===== src/rtl/lcd_sync_pkg.sv =====
package lcd_sync_pkg;

    // Horizontal phases in the order they occur along a line.
    typedef enum logic [2:0] {
        PH_DLY   = 3'd0,
        PH_SYNC  = 3'd1,
        PH_BACK  = 3'd2,
        PH_ACT   = 3'd3,
        PH_FRONT = 3'd4
    } hphase_e;

endpackage


===== src/rtl/lcd_hline.sv =====
module lcd_hline
    import lcd_sync_pkg::*;
#(
    parameter int H_W = 10
) (
    input  logic           clk,
    input  logic           rst,
    input  logic           adv,
    input  logic [H_W-1:0] len_dly,
    input  logic [H_W-1:0] len_sync,
    input  logic [H_W-1:0] len_back,
    input  logic [H_W-1:0] len_act,
    input  logic [H_W-1:0] len_front,
    output hphase_e        phase,
    output logic [H_W-1:0] cnt,
    output logic           line_end
);

    typedef struct packed {
        hphase_e        ph;
        logic [H_W-1:0] cnt;
    } hst_t;

    hst_t st_d, st_q;
    logic [H_W-1:0] lim;

    always_comb begin
        unique case (st_q.ph)
            PH_DLY:   lim = len_dly;
            PH_SYNC:  lim = len_sync;
            PH_BACK:  lim = len_back;
            PH_ACT:   lim = len_act;
            default:  lim = len_front;
        endcase

        st_d     = st_q;
        line_end = adv && (st_q.ph == PH_FRONT) && (st_q.cnt == lim);
        if (adv) begin
            if (st_q.cnt == lim) begin
                st_d.cnt = '0;
                unique case (st_q.ph)
                    PH_DLY:  st_d.ph = PH_SYNC;
                    PH_SYNC: st_d.ph = PH_BACK;
                    PH_BACK: st_d.ph = PH_ACT;
                    PH_ACT:  st_d.ph = PH_FRONT;
                    default: st_d.ph = PH_DLY;
                endcase
            end else begin
                st_d.cnt = st_q.cnt + 1'b1;
            end
        end
    end

    always_ff @(posedge clk) begin
        if (rst) begin
            st_q <= '{ph: PH_DLY, cnt: '0};
        end else begin
            st_q <= st_d;
        end
    end

    assign phase = st_q.ph;
    assign cnt   = st_q.cnt;

endmodule


===== src/rtl/lcd_vframe.sv =====
module lcd_vframe #(
    parameter int LW = 12
) (
    input  logic          clk,
    input  logic          rst,
    input  logic          line_end,
    input  logic [LW-1:0] last_line,
    output logic [LW-1:0] vline,
    output logic          frame_end
);

    logic [LW-1:0] vline_d, vline_q;

    always_comb begin
        frame_end = line_end && (vline_q == last_line);
        vline_d   = vline_q;
        if (line_end) begin
            vline_d = (vline_q == last_line) ? '0 : vline_q + 1'b1;
        end
    end

    always_ff @(posedge clk) begin
        if (rst) begin
            vline_q <= '0;
        end else begin
            vline_q <= vline_d;
        end
    end

    assign vline = vline_q;

endmodule


===== src/rtl/lcd_cfg_check.sv =====
module lcd_cfg_check #(
    parameter int H_W       = 10,
    parameter int PW        = 8,
    parameter int DPATH_LAT = 12
) (
    input  logic           clk,
    input  logic           rst,
    input  logic [H_W-1:0] vh,
    input  logic [H_W-1:0] hpw,
    input  logic [H_W-1:0] hbp,
    input  logic [H_W-1:0] hoz,
    input  logic [PW-1:0]  per,
    output logic           err
);

    localparam int SW = H_W + 2;
    localparam int MW = SW + PW;

    logic [SW-1:0] lead;
    logic [MW-1:0] lead_clks;
    logic          err_d, err_q;

    always_comb begin
        lead      = SW'(vh) + SW'(hpw) + SW'(hbp) + SW'(3);
        lead_clks = MW'(lead) * MW'(per);
        err_d     = (lead_clks < MW'(DPATH_LAT)) || (hoz == '0);
    end

    always_ff @(posedge clk) begin
        if (rst) begin
            err_q <= 1'b0;
        end else begin
            err_q <= err_d;
        end
    end

    assign err = err_q;

endmodule


===== src/rtl/lcd_sync_gen.sv =====
module lcd_sync_gen
    import lcd_sync_pkg::*;
#(
    parameter int H_W       = 10,
    parameter int V_W       = 10,
    parameter int PW        = 8,
    parameter int DPATH_LAT = 12
) (
    input  logic           clk,
    input  logic           rst,
    input  logic           pix_en,
    input  logic           stn_mode,
    input  logic [H_W-1:0] vh_dly,
    input  logic [H_W-1:0] h_pulse,
    input  logic [H_W-1:0] h_back,
    input  logic [H_W-1:0] h_front,
    input  logic [H_W-1:0] h_active,
    input  logic [V_W-1:0] v_pulse,
    input  logic [V_W-1:0] v_back,
    input  logic [V_W-1:0] v_front,
    input  logic [V_W-1:0] v_active,
    input  logic [PW-1:0]  pclk_div,
    output logic           hsync,
    output logic           vsync,
    output logic           de,
    output logic [H_W-1:0] pix_x,
    output logic [V_W-1:0] line_y,
    output logic           cfg_err
);

    localparam int LW = V_W + 2;

    typedef struct packed {
        logic           stn;
        logic [H_W-1:0] vh;
        logic [H_W-1:0] hpw;
        logic [H_W-1:0] hbp;
        logic [H_W-1:0] hoz;
        logic [H_W-1:0] hfp;
        logic [V_W-1:0] vpw;
        logic [V_W-1:0] vbp;
        logic [V_W-1:0] vfp;
        logic [V_W-1:0] lv;
    } cfg_t;

    typedef struct packed {
        logic run;
        cfg_t cfg;
    } top_t;

    top_t top_d, top_q;

    logic           adv;
    hphase_e        phase;
    logic [H_W-1:0] hcnt;
    logic           line_end;
    logic [LW-1:0]  vline;
    logic           frame_end;
    logic [LW-1:0]  last_line;
    logic [LW-1:0]  first_act;
    logic           act_row;
    logic [LW-1:0]  row_idx;

    assign adv = pix_en && top_q.run;

    lcd_hline #(.H_W(H_W)) u_hline (
        .clk       (clk),
        .rst       (rst),
        .adv       (adv),
        .len_dly   (top_q.cfg.vh),
        .len_sync  (top_q.cfg.hpw),
        .len_back  (top_q.cfg.hbp),
        .len_act   (top_q.cfg.hoz),
        .len_front (top_q.cfg.hfp),
        .phase     (phase),
        .cnt       (hcnt),
        .line_end  (line_end)
    );

    lcd_vframe #(.LW(LW)) u_vframe (
        .clk       (clk),
        .rst       (rst),
        .line_end  (line_end),
        .last_line (last_line),
        .vline     (vline),
        .frame_end (frame_end)
    );

    lcd_cfg_check #(.H_W(H_W), .PW(PW), .DPATH_LAT(DPATH_LAT)) u_check (
        .clk (clk),
        .rst (rst),
        .vh  (vh_dly),
        .hpw (h_pulse),
        .hbp (h_back),
        .hoz (h_active),
        .per (pclk_div),
        .err (cfg_err)
    );

    // Frame geometry from the shadowed settings.
    always_comb begin
        first_act = LW'(top_q.cfg.vpw) + LW'(1) + LW'(top_q.cfg.vbp);
        if (top_q.cfg.stn) begin
            last_line = LW'(top_q.cfg.lv);
        end else begin
            last_line = first_act + LW'(top_q.cfg.lv) + LW'(top_q.cfg.vfp);
        end
    end

    // Shadow load on the first tick after reset and at each frame wrap.
    always_comb begin
        top_d = top_q;
        if (pix_en) begin
            top_d.run = 1'b1;
        end
        if ((pix_en && !top_q.run) || frame_end) begin
            top_d.cfg = '{stn: stn_mode, vh: vh_dly, hpw: h_pulse, hbp: h_back,
                          hoz: h_active, hfp: h_front, vpw: v_pulse, vbp: v_back,
                          vfp: v_front, lv: v_active};
        end
    end

    always_ff @(posedge clk) begin
        if (rst) begin
            top_q <= '0;
        end else begin
            top_q <= top_d;
        end
    end

    // Output decode.
    always_comb begin
        if (top_q.cfg.stn) begin
            act_row = 1'b1;
            row_idx = vline;
            vsync   = top_q.run &&
                      (((vline == LW'(0)) && (phase >= PH_ACT)) ||
                       ((vline == LW'(1)) && (phase <  PH_ACT)));
        end else begin
            act_row = (vline >= first_act) &&
                      (vline <= first_act + LW'(top_q.cfg.lv));
            row_idx = vline - first_act;
            vsync   = top_q.run && (vline <= LW'(top_q.cfg.vpw));
        end
        hsync  = top_q.run && (phase == PH_SYNC);
        de     = top_q.run && act_row && (phase == PH_ACT);
        pix_x  = de ? hcnt : '0;
        line_y = de ? row_idx[V_W-1:0] : '0;
    end

endmodule


===== config.mk =====
export PLATFORM = sky130hd
export DESIGN_NAME = lcd_sync_gen
export DESIGN_NICKNAME = d
export VERILOG_FILES = /design/src/rtl/lcd_sync_pkg.sv /design/src/rtl/lcd_hline.sv /design/src/rtl/lcd_vframe.sv /design/src/rtl/lcd_cfg_check.sv /design/src/rtl/lcd_sync_gen.sv
export SDC_FILE = /design/constraint.sdc
export NUM_CORES = 1
export LEC_CHECK = 0
export BUFFER_PORTS_ARGS = -buffer_cell sky130_fd_sc_hd__clkbuf_2
export CORE_ASPECT_RATIO = 1.4
export CORE_MARGIN = 10
export CORE_UTILIZATION = 30
export CTS_CLUSTER_SIZE = 20
export DETAILED_ROUTE_END_ITERATION = 10
export GPL_ROUTABILITY_DRIVEN = 0
export PLACE_DENSITY = 0.52
export SLEW_MARGIN = 40
export SYNTH_ARGS = -nofsm -noshare
export SYNTH_HDL_FRONTEND = slang
export SYNTH_SLANG_ARGS = --single-unit

===== constraint.sdc =====
create_clock -name clk -period 18.36 [get_ports clk]
set_clock_uncertainty 0.1 [all_clocks]
set_input_delay 1.836 -clock clk [delete_from_list [all_inputs] [get_ports clk]]
set_output_delay 1.836 -clock clk [all_outputs]
set_load 0.01 [all_outputs]

==> results.json <==
{
  "clk_latency_ps": 440,
  "cp.required_ps": 18610,
  "via_per_inst": 4.78,
  "cts_tree": "done",
  "postCtsHoldBufs": 0,
  "crit_path_frequent_cell": "fa_1",
  "grt_pass1_wl_um": 58100,
  "max_stage_delay_ps": 560,
  "synth-seq-cells": 118,
  "ys_seq_area_frac": 0.182,
  "dp_slack_ps": 8720,
  "layout-drive-gt1-share": 0.108,
  "fin_setup_tns_ps": 0,
  "antenna_cells": 0,
  "antenna_found_initial": 0,
  "clockPowerShare": 0.124,
  "cp-start-kind": "input pin",
  "htreeDepth": 4,
  "cts_buffers": 17,
  "cts_resized": 0,
  "placed_cells": 2153,
  "hold_violations": 0,
  "clk_path_buf_depth": 2,
  "cap_violations": 0,
  "p_leak_nw": 6.80,
  "drtIter0Drc": 381,
  "path_depth": 33,
  "reg2reg_from": "top_q[21]",
  "placedInstanceArea_sq_um": 14000,
  "rows": 90,
  "dp_hpwl_um": 29800,
  "switchingPower_mw": 1.33,
  "firstDrtPassIters": 4,
  "worstMarginPinSlew_ps": 804,
  "stdcell_count": 2185,
  "fin_crit_sh": 0.505,
  "die_area_sq_um": 52200,
  "wirelength_um": 36500,
  "avgSynthCellArea_sq_um": 8.44,
  "io_pins": 126,
  "area.growth.synth_to_final_pct": 12.0,
  "netlist_area_sq_um": 13000,
  "synth-edff-count": 0,
  "r2r-end": "top_q[55]",
  "first_global_vias": 10900,
  "critPathBufInv": 5,
  "p_int_mw": 1.35,
  "setup_ws_ps": 9080,
  "r2r_setup_slack_ps": 11670,
  "clockRootBuffer": "clkbuf_16",
  "clock_sinks": 118,
  "power_density_nw_per_um2": 184,
  "grt_usage": 0.138,
  "post_cts_buffers": 0,
  "synth_ff_type": "dfxtp_1",
  "initial_utilization": 0.302,
  "io_buffers": 125,
  "endpoint_kind": "register",
  "cp_top_family": "adder cells",
  "status": "finished, final reports clean",
  "fin_util": 0.339,
  "fin_nets": 1924,
  "grt_max_degree": 114,
  "detail_route.wl_per_cell_um": 16.7,
  "syn-num-nets": 1846,
  "maxSlewViolCount": 0,
  "die_width_um": 196,
  "switching_share": 0.496,
  "setup_viol": 0,
  "fp.dieH_um": 266,
  "synthArstFlopShare": 0,
  "yosysUniqueCellTypes": 65,
  "syn_inst": 1542,
  "hold_class": "register to register",
  "seq_power_share": 0.105,
  "fillCellCount": 4576,
  "maxSlewHeadroom": 0.450,
  "num_vias": 10400,
  "cp-endpoint": "u_check.err",
  "rsz0062_at_grt": "no",
  "drc_errors": 0,
  "r2r_cells": 22,
  "min_from": "top_q[88]",
  "cp.arrival_ps": 9530,
  "ant_nets": 0,
  "overflow": 0,
  "clock.fmax_mhz": 108,
  "postLayoutCellArea_sq_um": 14600,
  "path_class": "input pin to register",
  "cts.clk_slew.worst_paths_ps": 70,
  "period_needed_ps": 9280,
  "cp-startpoint": "h_pulse[0]",
  "peakVddDrop_mv": 0.239,
  "cp_max_fo": 8,
  "regArea_sq_um": 2360,
  "combinationalPowerShare": 0.770,
  "multiInputGateArea_sq_um": 9660,
  "synth-warning-count": 0,
  "core_sq_um": 43000,
  "worst_path_max_delay_cell": "fa_1"
}
-- cell usage in the layout (no fill, tap or decap), types with 59 or more instances in the layout --
cell type | netlist | routed
a21oi_1 | 60 | 60
and2_1 | 77 | 77
clkbuf_2 | 0 | 124
dfxtp_1 | 118 | 118
fa_1 | 66 | 66
ha_1 | 136 | 136
inv_1 | 160 | 160
mux2i_1 | 114 | 114
nand2_1 | 91 | 91
nand2b_1 | 196 | 196
nor2_1 | 59 | 59
-- cells in the mapped netlist, types with 5 or more instances --
cell type	n	area (sq um)
nand2b_1	196	1230
inv_1	160	601
ha_1	136	1700
dfxtp_1	118	2360
mux2i_1	114	1140
nand2_1	91	342
and2_1	77	482
fa_1	66	1320
a21oi_1	60	300
nor2_1	59	221
clkbuf_1	53	199
xnor2_1	49	429
o21ai_0	44	220
xor2_1	44	385
a21o_1	25	188
nor3_1	23	115
nor2b_1	21	131
nand3_1	19	95.1
o21a_1	14	105
nand4_1	13	81.3
o21bai_1	12	90.1
nor3b_1	10	75.1
a211oi_1	9	67.6
buf_8	9	135
a21boi_0	8	60.1
nor4_1	8	50.1
o211ai_1	7	52.6
a2111oi_0	6	52.6
a22o_1	6	52.6
a22oi_1	5	37.5
o2111ai_1	5	43.8
o211a_1	5	50.1
o31ai_1	5	37.5
or2_2	5	31.3
or3_1	5	31.3
-- worst reg2reg max path, delay by kind of cell, from the launching register on --
family                     cells  cell delay [ps]
AOI/OAI and AO/OA             11             3010
xor gates and xnor gates       2              380
adders and majority gates      3             1010
buffers and inverters          1              590
DFF                            1              330
muxes                          1              350
and+or+nand+nor                4              850
-- stage by stage --
stage | hold slack, ps | total power [mW]
final | 376 | 2.68
after global routing | 389 | 2.99
after CTS | 379 | 2.70
after floorplan | 349 | 1.93
after detailed placement | 367 | 2.35
after global placement | 361 | 2.32
-- cell families (layout without fill, tap and decap cells) --
group,count (synthesis),after routing,synth area share
adders and majority gates,202,202,0.232
DFF,118,118,0.182
buffers and inverters,232,323,0.0767
and+or+nand+nor,547,547,0.235
muxes,119,119,0.0938
xor gates and xnor gates,93,93,0.0626
AOI/OAI and AO/OA,231,231,0.118
-- metal layers --
| metal | vias to the layer above | wire length (um) | track usage |
|---|---|---|---|
| li1 | 5312 | - | - |
| met1 | 4894 | 15300 | 0.154 |
| met2 | 173 | 18800 | 0.252 |
| met3 | 59 | 1130 | 0.0234 |
| met4 | 0 | 1290 | 0.0606 |
| met5 | - | 0 | 0 |
-- final cells by class --
type	count	share of cell area
clock buffer	17	0.0292
clock inverter	15	0.0106
inverter	160	0.0412
multi-input combinational	1192	0.663
sequential	118	0.162
tap	552	0.0474
timing repair buffer	131	0.0467
-- flip-flops by register name, summed over array words and instances, names as in the netlist --
signal / cells
top_q: 92
u_check.err: 1
u_hline.cnt: 10
u_hline.phase: 3
u_vframe.vline: 12
-- worst min-delay path by stage --
stage / endpoint / slack (ps) / depth (start not counted)
2_1_floorplan: top_q[60] / 350 / 2
3_3_place_gp: top_q[83] / 360 / 2
3_5_place_dp: top_q[82] / 370 / 2
4_1_cts: top_q[73] / 380 / 2
5_1_grt: top_q[85] / 390 / 2
6_report: top_q[88] / 380 / 2
-- power groups by stage --
stage               clock (mW)  combinational, mW  sequential, mW
CTS                      0.344               2.08           0.282
global route             0.354               2.35           0.283
detailed placement           0               2.06           0.288
floorplan                    0               1.65           0.281
global placement             0               2.03           0.287
finish                   0.333               2.06           0.282
(Power assumes the default switching activity.)
